==> config.mk <==
export PLATFORM = sky130hd
export DESIGN_NAME = card_cmd_seq
export DESIGN_NICKNAME = d
export VERILOG_FILES = /design/src/rtl/card_cmd_seq_pkg.sv /design/src/rtl/card_resp_store.sv /design/src/rtl/card_seq_fsm.sv /design/src/rtl/card_cmd_seq.sv
export SDC_FILE = /design/constraint.sdc
export NUM_CORES = 1
export LEC_CHECK = 0
export ABC_AREA = 1
export BUFFER_PORTS_ARGS = -buffer_cell sky130_fd_sc_hd__buf_2
export CORE_ASPECT_RATIO = 0.6
export CORE_MARGIN = 3
export CORE_UTILIZATION = 28
export DETAILED_ROUTE_END_ITERATION = 12
export PLACE_DENSITY_LB_ADDON = 0.2
export SYNTH_ARGS = -nofsm -noshare
export SYNTH_HDL_FRONTEND = slang
export SYNTH_HIERARCHICAL = 1
export SYNTH_SLANG_ARGS = --single-unit
==> constraint.sdc <==
create_clock -name clk -period 5.15 [get_ports clk]
set_clock_uncertainty 0.05 [all_clocks]
set_input_delay 0.2575 -clock clk [delete_from_list [all_inputs] [get_ports clk]]
set_output_delay 0.2575 -clock clk [all_outputs]
set_load 0.1 [all_outputs]
==> src/rtl/card_cmd_seq_pkg.sv <==
package card_cmd_seq_pkg;

    typedef enum logic [1:0] {
        ST_IDLE,
        ST_ISSUE,
        ST_WAIT_RESP,
        ST_DATA
    } seq_state_t;

    localparam logic [3:0] A_CLK  = 4'd0;
    localparam logic [3:0] A_STAT = 4'd1;
    localparam logic [3:0] A_CTRL = 4'd2;
    localparam logic [3:0] A_CMD  = 4'd3;
    localparam logic [3:0] A_ARGH = 4'd4;
    localparam logic [3:0] A_ARGL = 4'd5;
    localparam logic [3:0] A_RESP = 4'd6;
    localparam logic [3:0] A_BLEN = 4'd7;
    localparam logic [3:0] A_NBLK = 4'd8;

    localparam int S_TOUT   = 1;
    localparam int S_CLKEN  = 8;
    localparam int S_ENDRES = 13;
    localparam int C_DATAEN = 2;
    localparam int C_STOP   = 10;

    localparam logic [15:0] CTRL_MASK = 16'h3dff;

    function automatic int unsigned min_resp_len(input logic [1:0] code);
        case (code)
            2'd0:    return 0;
            2'd2:    return 16;
            default: return 4;
        endcase
    endfunction

endpackage

==> src/rtl/card_resp_store.sv <==
module card_resp_store #(
    parameter int WORDS = 9,
    parameter int CNT_W = 5
) (
    input  logic             clk,
    input  logic             rst,
    input  logic             clr,
    input  logic             rewind,
    input  logic             byte_vld,
    input  logic [7:0]       byte_in,
    input  logic             pop,
    output logic [15:0]      rd_word,
    output logic [CNT_W-1:0] cnt
);
    localparam int BYTES = 2 * WORDS;
    localparam int PTR_W = $clog2(WORDS + 1);
    localparam logic [CNT_W-1:0] CNT_MAX = '1;

    logic [7:0]       mem [BYTES];
    logic [15:0]      words [WORDS];
    logic [PTR_W-1:0] ptr;

    genvar g;
    generate
        for (g = 0; g < WORDS; g++) begin : g_word
            assign words[g] = {mem[2*g+1], mem[2*g]};
        end
    endgenerate

    always_ff @(posedge clk) begin
        if (rst || clr) begin
            for (int i = 0; i < BYTES; i++) mem[i] <= '0;
            cnt <= '0;
            ptr <= '0;
        end else begin
            if (byte_vld) begin
                if (32'(cnt) < BYTES) mem[cnt] <= byte_in;
                if (cnt != CNT_MAX) cnt <= cnt + 1'b1;
            end
            if (rewind)
                ptr <= '0;
            else if (pop && 32'(ptr) < WORDS)
                ptr <= ptr + 1'b1;
        end
    end

    assign rd_word = (32'(ptr) < WORDS) ? words[ptr] : 16'h0000;

endmodule

==> src/rtl/card_seq_fsm.sv <==
module card_seq_fsm
    import card_cmd_seq_pkg::*;
(
    input  logic clk,
    input  logic rst,
    input  logic go,
    input  logic abort,
    input  logic card_end,
    input  logic resp_ok,
    input  logic data_en,
    output logic card_req,
    output logic in_wait,
    output logic cmd_done,
    output logic end_ok,
    output logic end_short,
    output logic data_load
);
    seq_state_t state, nxt;

    always_ff @(posedge clk) begin
        if (rst) state <= ST_IDLE;
        else     state <= nxt;
    end

    always_comb begin
        nxt = state;
        if (go) begin
            nxt = ST_ISSUE;
        end else if (abort) begin
            nxt = ST_IDLE;
        end else begin
            unique case (state)
                ST_IDLE:      nxt = ST_IDLE;
                ST_ISSUE:     nxt = ST_WAIT_RESP;
                ST_WAIT_RESP: if (card_end) nxt = (resp_ok && data_en) ? ST_DATA : ST_IDLE;
                ST_DATA:      nxt = ST_IDLE;
            endcase
        end
    end

    always_comb begin
        card_req  = (state == ST_ISSUE);
        in_wait   = (state == ST_WAIT_RESP);
        cmd_done  = in_wait && card_end && !go && !abort;
        end_ok    = cmd_done && resp_ok;
        end_short = cmd_done && !resp_ok;
        data_load = (state == ST_DATA);
    end

endmodule

==> src/rtl/card_cmd_seq.sv <==
module card_cmd_seq
    import card_cmd_seq_pkg::*;
#(
    parameter int BLEN_W     = 12,
    parameter int NBLK_W     = 16,
    parameter int RESP_WORDS = 9,
    parameter int CMD_W      = 6
) (
    input  logic                     clk,
    input  logic                     rst,
    input  logic                     reg_wr,
    input  logic                     reg_rd,
    input  logic [3:0]               reg_addr,
    input  logic [15:0]              reg_wdata,
    output logic [15:0]              reg_rdata,
    output logic                     card_req,
    output logic [CMD_W-1:0]         card_cmd,
    output logic [31:0]              card_arg,
    input  logic                     card_byte_vld,
    input  logic [7:0]               card_byte,
    input  logic                     card_end,
    output logic                     cmd_done,
    output logic                     data_load,
    output logic [BLEN_W+NBLK_W-1:0] data_bytes
);
    localparam int CNT_W = $clog2(2 * RESP_WORDS + 1);
    localparam int DB_W  = BLEN_W + NBLK_W;

    logic [15:0]       status_q, ctrl_q;
    logic [CMD_W-1:0]  cmd_q;
    logic [31:0]       arg_q;
    logic [BLEN_W-1:0] blen_q;
    logic [NBLK_W-1:0] nblk_q;
    logic              pending_q;

    logic wr_clk, wr_ctrl, clk_start, clk_stop, go, abort;
    logic in_wait, end_ok, end_short, resp_ok;
    logic [15:0]      resp_word;
    logic [CNT_W-1:0] resp_cnt;

    assign wr_clk    = reg_wr && reg_addr == A_CLK;
    assign wr_ctrl   = reg_wr && reg_addr == A_CTRL;
    assign clk_stop  = wr_clk && reg_wdata[0];
    assign clk_start = wr_clk && reg_wdata[1] && !reg_wdata[0];
    assign go        = (wr_ctrl && !reg_wdata[C_STOP] && status_q[S_CLKEN])
                     || (clk_start && pending_q && !ctrl_q[C_STOP]);
    assign abort     = clk_stop || wr_ctrl;
    assign resp_ok   = 32'(resp_cnt) >= min_resp_len(ctrl_q[1:0]);

    card_seq_fsm u_fsm (
        .clk       (clk),
        .rst       (rst),
        .go        (go),
        .abort     (abort),
        .card_end  (card_end),
        .resp_ok   (resp_ok),
        .data_en   (ctrl_q[C_DATAEN]),
        .card_req  (card_req),
        .in_wait   (in_wait),
        .cmd_done  (cmd_done),
        .end_ok    (end_ok),
        .end_short (end_short),
        .data_load (data_load)
    );

    card_resp_store #(
        .WORDS (RESP_WORDS),
        .CNT_W (CNT_W)
    ) u_store (
        .clk      (clk),
        .rst      (rst),
        .clr      (card_req || end_short),
        .rewind   (end_ok),
        .byte_vld (card_byte_vld && in_wait),
        .byte_in  (card_byte),
        .pop      (reg_rd && reg_addr == A_RESP),
        .rd_word  (resp_word),
        .cnt      (resp_cnt)
    );

    always_ff @(posedge clk) begin
        if (rst) begin
            status_q  <= '0;
            ctrl_q    <= '0;
            cmd_q     <= '0;
            arg_q     <= '0;
            blen_q    <= '0;
            nblk_q    <= '0;
            pending_q <= 1'b0;
        end else begin
            if (go) begin
                status_q <= 16'(1) << S_CLKEN;
            end else begin
                if (clk_start) status_q[S_CLKEN]  <= 1'b1;
                if (clk_stop)  status_q[S_CLKEN]  <= 1'b0;
                if (end_ok)    status_q[S_ENDRES] <= 1'b1;
                if (end_short) status_q[S_TOUT]   <= 1'b1;
            end
            if (go)           pending_q <= 1'b0;
            else if (wr_ctrl) pending_q <= 1'b1;
            if (wr_ctrl) ctrl_q <= reg_wdata & CTRL_MASK;
            if (reg_wr) begin
                unique case (reg_addr)
                    A_CMD:   cmd_q         <= reg_wdata[CMD_W-1:0];
                    A_ARGH:  arg_q[31:16]  <= reg_wdata;
                    A_ARGL:  arg_q[15:0]   <= reg_wdata;
                    A_BLEN:  blen_q        <= reg_wdata[BLEN_W-1:0];
                    A_NBLK:  nblk_q        <= reg_wdata[NBLK_W-1:0];
                    default: ;
                endcase
            end
        end
    end

    always_comb begin
        unique case (reg_addr)
            A_STAT:  reg_rdata = status_q;
            A_CTRL:  reg_rdata = ctrl_q;
            A_CMD:   reg_rdata = 16'(cmd_q) | 16'h0040;
            A_ARGH:  reg_rdata = arg_q[31:16];
            A_ARGL:  reg_rdata = arg_q[15:0];
            A_RESP:  reg_rdata = resp_word;
            A_BLEN:  reg_rdata = 16'(blen_q);
            A_NBLK:  reg_rdata = 16'(nblk_q);
            default: reg_rdata = 16'h0000;
        endcase
    end

    assign card_cmd   = cmd_q;
    assign card_arg   = arg_q;
    assign data_bytes = DB_W'(nblk_q) * DB_W'(blen_q);

endmodule

## Word level (Yosys, flattened, before mapping)

Memories as Yosys holds them, arrays and structs flattened.
Index checks and enable logic that the tools add are counted.

| storage, ports and cells | value |
|---|---|
| RAM bits | 144 |
| bits of input ports | 34 |
| output and inout port bits | 85 |
| memories | 1 |
| flip-flop bits (word level) | 94 |

Memory list:

| memory | words | width | rd ports | clocked after Yosys merged registers in | wr ports | line | RTL |
|---|---|---|---|---|---|---|---|
| u_store.mem | 18 | 8 | 18 | 0 | 18 | card_resp_store.sv:19 | `logic [7:0] mem [BYTES];` |

| cells by class | value |
|---|---|
| add/sub/neg operators | 2 |
| order comparisons | 4 |
| reduce and logical (&&, ||, !) cells | 43 |
| mux-type cells | 23 |
| multipliers | 1 |
| equal/unequal tests | 15 |
| bitwise gates (word level) | 1 |

Operators with widths:

| operator | number |
|---|---|
| 16-bit one-hot mux with 8 select lines | 1 |
| 16-bit binary-select mux with 4-bit select | 1 |
| 16-bit two-way mux | 3 |
| 5-bit by 32-bit greater-or-equal comparator with 1-bit output | 1 |
| 16-bit by 12-bit multiplier with 28-bit output | 1 |
| 1-bit logical AND | 18 |
| 4-bit by 3-bit equality test with 1-bit output, second input constant | 4 |
| 1-bit two-way mux | 12 |
| 2-bit AND reduction | 6 |
| 5-bit one-hot mux with 2 select lines | 1 |
| 4-bit by 2-bit equality test with 1-bit output, second input constant | 2 |
| 8-bit two-way mux | 1 |
| 8-bit OR reduction | 1 |
| 2-bit equality test, second input constant | 3 |
| 1-bit zero test | 6 |
| 2-bit one-hot mux with 3 select lines | 1 |
| 2-bit OR reduction | 3 |
| 5-bit by 1-bit adder with 5-bit output, second input constant | 1 |
| 5-bit greater-or-equal comparator, second input constant | 1 |
| 5-bit < comparator, second input constant | 1 |
| 5-bit two-way mux | 1 |
| 5-bit != test, second input constant | 1 |
| 4-bit NOT with 5-bit output | 1 |
| 4-bit by 1-bit adder with 4-bit output, second input constant | 1 |
| 12 further kinds | 17 |

## Logic depth before layout (Yosys ltp)

Gate-level depths: netlist of run 1.

| depth | value |
|---|---|
| depth after elaboration | 17 |
| mapped depth | 24 |
| depth with buffers taken out | 22 |

## Cells and area by module

Netlist of run 1, hierarchy kept.

By module, submodules not included:

| module | cells each | instances | sequential area each (sq um) | area each (sq um) |
|---|---|---|---|---|
| card_cmd_seq | 1540 | 1 | 1661.6 | 10567.6 |
| card_resp_store | 728 | 1 | 4504.3 | 7176.9 |
| card_seq_fsm | 25 | 1 | 40.0 | 158.9 |

## Worst setup path after synthesis of run 1

No wires, ideal clock.

| timing | value |
|---|---|
| path type | reg2out |
| start | reg blen_q[11] |
| end | out data_bytes[19] |
| setup slack | -1060 ps |
| data arrival time | 5903 ps |
| required time | 4843 ps |
| stages on the path, launching flop included | 20 |
| path through | dfxtp_1 -> clkbuf_1 -> clkbuf_1 -> nand2_1 -> fa_1 -> fa_1 -> inv_1 -> fa_1 -> fa_1 -> inv_1 -> fa_1 -> inv_1 -> ha_1 -> nand2_1 -> nor2_1 -> nand2_1 -> inv_1 -> nand2_1 -> nand2_1 -> xor2_1 |

| on the way | value |
|---|---|
| longest elaborated chain between the ends | 1 |

Ends and longest elaborated chain:

| what | line | RTL |
|---|---|---|
| start, declared | card_cmd_seq.sv:32 | `logic [BLEN_W-1:0] blen_q;` |
| start signal, assigned | card_cmd_seq.sv:107 | `A_BLEN: blen_q <= reg_wdata[BLEN_W-1:0];` |
| 16-bit by 12-bit multiplier with 28-bit output | card_cmd_seq.sv:131 | `assign data_bytes = DB_W'(nblk_q) * DB_W'(blen_q);` |
| end, declared | card_cmd_seq.sv:24 | `output logic [BLEN_W+NBLK_W-1:0] data_bytes` |

No other way between the ends.

## Worst setup path in the final report of run 1

| timing | value |
|---|---|
| start | reg nblk_q[6] |
| end | out data_bytes[23] |

| on the way | value |
|---|---|
| longest elaborated chain between the ends | 1 |

Ends and longest elaborated chain:

| what | line | RTL |
|---|---|---|
| start, declared | card_cmd_seq.sv:33 | `logic [NBLK_W-1:0] nblk_q;` |
| start signal, assigned | card_cmd_seq.sv:108 | `A_NBLK: nblk_q <= reg_wdata[NBLK_W-1:0];` |
| 16-bit by 12-bit multiplier with 28-bit output | card_cmd_seq.sv:131 |  |

No other way between the ends.

==> metrics.txt, run 1 <==
CP Launch Type flip-flop; Crit. End Element output port; CTS clk-pin slew, worst paths 0.07 ns; vias 15700; Sw Pwr 1.07 mW; Pleak 10.8 nW; Clock Path Buffers 3; IO Pins 119; Final Hold Viols 0; number of synthesized flops with an enable pin 144; path type of the worst setup path reg -> out; Area Growth Syn to Fin 26.0%; post-route ant nets 0; Final WS setup -0.261 ns; H-tree Lvls 1; worst hold path startpoint reg_wdata[13]; Root Buffer clkbuf_16; Synth Area in Compound Gates 7.72%; r2r setup slk 1.20 ns; Routed WL 62600 um; async set-reset flop share out of synthesis 0%; post-synthesis adder-cell area fraction 20.7%; Total GRT Usage 18.4%; internal cell power 3.08 mW; DRC viols 0; die width 332 um; R2R cell count 13; vias in the first global route 15300; Unique masters post-synth 43; Crit Reg-Reg Endpoint u_store/mem[4][0]; Comb power frac 9.4%; die height 202 um; Synth area leaders edfxtp_1 24%, fa_1 16%, dfxtp_1 11%; slowest CP cell fa_1; largest net degree at the start of global routing 68; area leader, netlist edfxtp_1; Detail Placement HPWL 48000 um; Reg-to-Reg Start u_store/cnt[2]; top cells by count, synth 490 x nand2_1, 426 x inv_1, 343 x nor2_1; Slew HR 15.7%; starting DRC count in detailed routing 1332; synthesized area per cell 7.81 um^2; Fmax 0.185 GHz; drt wl/cell 18.9 um; routed vias/inst 4.75; Rows 71; pins over their slew limit 0; failing checks negative setup slack; switch share 25.8%; Worst Hold Class in -> reg; Post-Syn Nets 2539; Worst EP required 4.84 ns; Final #Nets 2704; Hold EP card_arg[13]; Port Buffers 118; simple-gate share of the synthesized area 24.0%; initial antenna violation count 4; Synth Cell Area 0.0179 mm^2; Worst EP arrival 5.10 ns; crit path from nblk_q[6]; Mapped Cells 2293; pwr/cell area 184 mW/mm^2; Post-Layout Inst Area 0.0226 mm^2; largest family of logic cells by synthesized area simple AND/OR/NAND/NOR gates; sequential share of power 50.3%; crit path max fanout 5; count leader, synth nand2_1; hold path cells 3; drt pass-1 iters 5; post-synth top area share 24.2%; final cell count without fillers 3312; mux cell area share after synthesis 0%; Clk pwr share 40.3%; Min Clock Period, post-route 5.41 ns; Skew-Pair Late Insertion Delay 0.53 ns; Placer Congestion 0.851; XOR/XNOR Fraction of Synth Area 0.685%; global route overflow 0; Die Footprint 0.0671 mm^2; CTS sink cnt 238; global-route wire length before repair 95100 um; Worst-Margin Slew 1.25 ns; CTS tree yes; worst-path cell chain buf_12, nand2_1, fa_1, inv_1, fa_1, fa_1, fa_1, inv_2, fa_1, inv_2, ha_4, nand2_4, buf_6, inv_1, nand2_1, nand2_2, inv_1, nand2_1, nand2_1, nand3_1, nand2_1, nand2_2, buf_12; CTS Buf Count 23; number of max-cap violations 0; core area 0.0630 mm^2; top_reg_cell synth edfxtp_1; register area share after synthesis 34.7%; Initial Util 28.4%; maximum vdd drop 0.197 mV; endpoints failing setup 18; status complete, but fails checks; Placed Area 0.0204 mm^2; Inst Count DP 3234; Setup WS pre-CTS -0.302 ns; share of layout cells above drive strength 1 24.4%; synth warn 6; CP peak stage delay 0.54 ns; period utilization 105%; Yosys reg bits 238; RSZ-0062 raised after global routing yes
## layout by cell type (no fill, tap or decap), drive strengths merged, types with 3 or more instances in the layout
cell type and n:
clkinv 7, clkbuf 32, edfxtp 144, o22ai 15, or2 3, nor2 357
o21ai 142, nand4 14, xnor2 3, ha 72, nand2 516, buf 242
a21oi 99, dfxtp 94, dlygate4sd3 3, fa 140, inv 441, nand3 111
nor3 9, xor2 11, o211ai 4
## cell families (layout without fill, tap and decap cells)
group                    count (synthesis)  in the layout
AO/OA/AOI/OAI                          265            265
XOR/XNOR                                14             14
adder cells (fa/ha/maj)                212            212
buffers and inverters                  549            727
flip-flops                             238            238
other                                    0              2
AND/OR/NAND/NOR                       1015           1015
## metal layers
layer  GRT usage, %  wire, um  vias to the layer above
met5              0         7                        -
met4           2.24       745                        2
met3           3.80      5710                       60
met2           23.7     23000                      601
met1           31.1     33200                     7705
li1               -         -                     7377
## timing repair
action                     4_1_cts  5_1_grt
hold endpoints to repair         4        0
cloned                           2        1
gates resized for setup        211      123
pin swaps                      116       83
buffers inserted                25       10
hold buffers                     3        0
setup endpoints to repair       21       21
## registers in the layout, indices dropped and copies added, names as in the netlist, 4 cells and up
register and flops:
blen_q 12, card_arg 32, card_cmd 6, ctrl_q 13, nblk_q 16, u_store/cnt 5
u_store/mem 144, u_store/ptr 4
## how the worst max path moves through the flow
stage,end,depth (start not counted)
floorplan,data_bytes[19],18
global placement,data_bytes[27],20
detailed placement,data_bytes[27],20
CTS,data_bytes[25],21
global route,data_bytes[23],20
finish,data_bytes[23],23
## power by group through the flow
stage | Combinational (mW) | Clock [mW] | Sequential, mW
finish | 0.389 | 1.67 | 2.09
global route | 0.416 | 1.77 | 2.09
CTS | 0.378 | 1.70 | 2.09
detailed placement | 0.364 | 0 | 2.13
global placement | 0.361 | 0 | 2.13
floorplan | 0.189 | 0 | 2.16
## critical path: cells and delay by family (launching register included)
| family | cells | cell delay, ns |
|---|---|---|
| fa+ha+maj | 6 | 2.82 |
| buf+inv | 8 | 0.68 |
| simple gates | 9 | 0.65 |
| flops | 1 | 0.41 |
## final cells by class
class / instances / area, um^2
Tap cell: 839 / 1050
Inverter: 443 / 1670
Multi-Input combinational cell: 1506 / 10700
Antenna cell: 2 / 5.00
Clock inverter: 7 / 63.8
Fill cell: 6465 / 40400
Timing Repair Buffer: 246 / 2170
Sequential cell: 238 / 6280
Clock buffer: 31 / 646
## through the flow
step	utilization (%)	hold WS, ns	TNS, ns	power [mW]
2_1_floorplan	-	0.270	-0.137	2.35
3_3_place_gp	32.4	0.403	-1.24	2.49
3_5_place_dp	32.4	0.405	-1.18	2.50
4_1_cts	35.1	0.00175	-4.03	4.17
5_1_grt	35.8	0.0267	-7.02	4.28
6_report	35.8	0.0167	-3.65	4.15
No activity file was read; power rests on OpenSTA's default activity.
==> run 2: changes to the inputs <==
--- a/config.mk
+++ b/config.mk
@@ -11,7 +11,7 @@
 export CORE_MARGIN = 3
 export CORE_UTILIZATION = 28
 export DETAILED_ROUTE_END_ITERATION = 12
-export PLACE_DENSITY_LB_ADDON = 0.2
+export PLACE_DENSITY = 0.44
 export SYNTH_ARGS = -nofsm -noshare
 export SYNTH_HDL_FRONTEND = slang
 export SYNTH_HIERARCHICAL = 1
==> constraint.sdc (replaced) <==
create_clock -name clk -period 6 [get_ports clk]
set_clock_uncertainty 0.05 [all_clocks]
set_input_delay 0.3 -clock clk [delete_from_list [all_inputs] [get_ports clk]]
set_output_delay 0.3 -clock clk [all_outputs]
set_load 0.1 [all_outputs]
==> metrics.txt, run 2 (synthesis gave the netlist of run 1 again) <==
status completed; vias in the first global route 14900; Fmax 0.172 GHz; Worst-Margin Slew 1.26 ns; Routed WL 61600 um; period utilization 96.6%; die width 332 um; met2 wire len 22000 um; largest net degree at the start of global routing 68; RSZ-0062 raised after global routing yes; Placed Area 0.0195 mm^2; Comb power frac 8.2%; most common cell after layout, fill and taps aside nand2_1; global-route wire length before repair 94100 um; Worst Hold Class in -> reg; global route overflow 0; Fin Hold WS 0.00886 ns; DRC viols 0; vias 15200; sequential standard cell area 0.00626 mm^2; H-tree Lvls 1; internal cell power 2.71 mW; Slew HR 15.6%; multi-input logic area 0.00973 mm^2; maximum vdd drop 0.171 mV; IO Pins 119; Die Footprint 0.0671 mm^2; wire length on met1 33500 um; switch share 26.1%; r2r setup slk 1.98 ns; CTS clk-pin slew, worst paths 0.07 ns; max FFs per register 144; Skew-Pair Late Insertion Delay 0.54 ns; most frequent cells in the layout 477 x nand2_1, 426 x inv_1, 329 x nor2_1; Root Buffer clkbuf_16; sequential share of power 49.1%; Fillers 6675; CTS Buf Count 24; drt pass-1 iters 5; Placer Congestion 0.892; pwr/cell area 177 mW/mm^2; Post-Layout Inst Area 0.0206 mm^2; initial antenna violation count 3; Worst EP required 5.65 ns; hold path cells 4; crit path max fanout 13; Power Total 3.66 mW; share of layout cells above drive strength 1 14.3%; starting DRC count in detailed routing 1350; post-route ant nets 0; CTS tree yes; CP Launch Type flip-flop; core area 0.0630 mm^2; die height 202 um; Final #Nets 2617; WL met3 5460 um; Final Util 32.7%; Clk pwr share 42.7%; number of max-cap violations 0; Crit. End Element output port; Total GRT Usage 18.4%; path type of the worst setup path reg -> out; Area Growth Syn to Fin 15.2%; Top reg by flops u_store/mem; Pleak 9.87 nW; Final WS setup 0.202 ns; pins over their slew limit 0; Worst EP arrival 5.45 ns; endpoints failing setup 0; Initial Util 28.4%; Setup WS pre-CTS 0.0377 ns; Sw Pwr 0.953 mW; Min Clock Period, post-route 5.80 ns; Port Buffers 118; routed vias/inst 4.72; CTS sink cnt 238; Detail Placement HPWL 48400 um; Rows 71; R2R cell count 13; Final Hold Viols 0; drt wl/cell 19.1 um; Clock Path Buffers 3; Top Metal Used met4
## run 2: cell types whose count changed in the layout (fill, tap and decap cells not counted), moves of 9 or more
cell	previous run	this run
fa_1	131	140
fa_2	9	0
nand2_2	82	27
nand3_1	89	98
xor2_4	10	0
buf_6	24	4
nand2_4	46	12
inv_1	381	426
buf_4	84	37
nand2_1	388	477
buf_12	32	11
ha_1	49	67
inv_2	55	12
ha_4	20	2
## run 2: metal layers
| metal | up-vias | global-route usage (%) |
|---|---|---|
| met5 | - | 0 |
| met4 | 0 | 2.29 |
| met3 | 45 | 4.51 |
| met2 | 486 | 23.2 |
| met1 | 7489 | 30.8 |
| li1 | 7216 | - |
## run 2: path summary, 6_finish.rpt
kind	end	start
worst max-delay path	data_bytes[15]	nblk_q[5]
worst min-delay path	u_fsm/state[1]	card_end
worst max register to register	u_store/mem[16][3]	u_store/cnt[2]
worst min register to register	card_cmd[4]	card_cmd[4]
## run 2: layout make-up
cell class,count,share of cell area (%)
well taps,839,5.09
multi-input cells,1506,47.2
flip-flops and latches,238,30.4
clock inverters,13,0.461
diodes,3,0.0364
inverters,443,8.10
clock buffers,31,3.43
repair buffers,158,5.34
## run 2: what timing repair did
item                                   4_1_cts  5_1_grt
endpoints found under the hold margin        1        0
pin swaps                                    0        6
setup buffers                                0        5
setup endpoints to repair                   19       16
hold buffers                                 1        0
resized for setup                           38       66
## run 2: stage by stage
stage / setup TNS, ns / cells
6_report: 0 / 3231
4_1_cts: 0 / 3223
5_1_grt: -0.0586 / 3229
2_1_floorplan: 0 / 2293
3_3_place_gp: -0.0159 / 3178
3_5_place_dp: 0 / 3178
## run 2: power by group through the flow
stage	Combinational [mW]	Sequential [mW]	Clock (mW)
4_1_cts	0.291	1.80	1.59
2_1_floorplan	0.158	1.85	0
3_3_place_gp	0.288	1.84	0
5_1_grt	0.321	1.80	1.65
6_report	0.299	1.80	1.56
3_5_place_dp	0.290	1.84	0
## run 2: critical path, cell delays in order, from the launching register on
cell	delay [ns]
dfxtp_1	0.32
buf_6	0.17
nand2_1	0.10
fa_1	0.54
inv_1	0.05
fa_1	0.50
inv_1	0.05
fa_1	0.48
fa_1	0.52
fa_1	0.55
inv_1	0.04
ha_1	0.35
nand2_1	0.18
nor2_4	0.17
nand3_1	0.10
nand2_2	0.19
nand2_1	0.07
nand2_1	0.11
xor2_2	0.21
buf_12	0.20
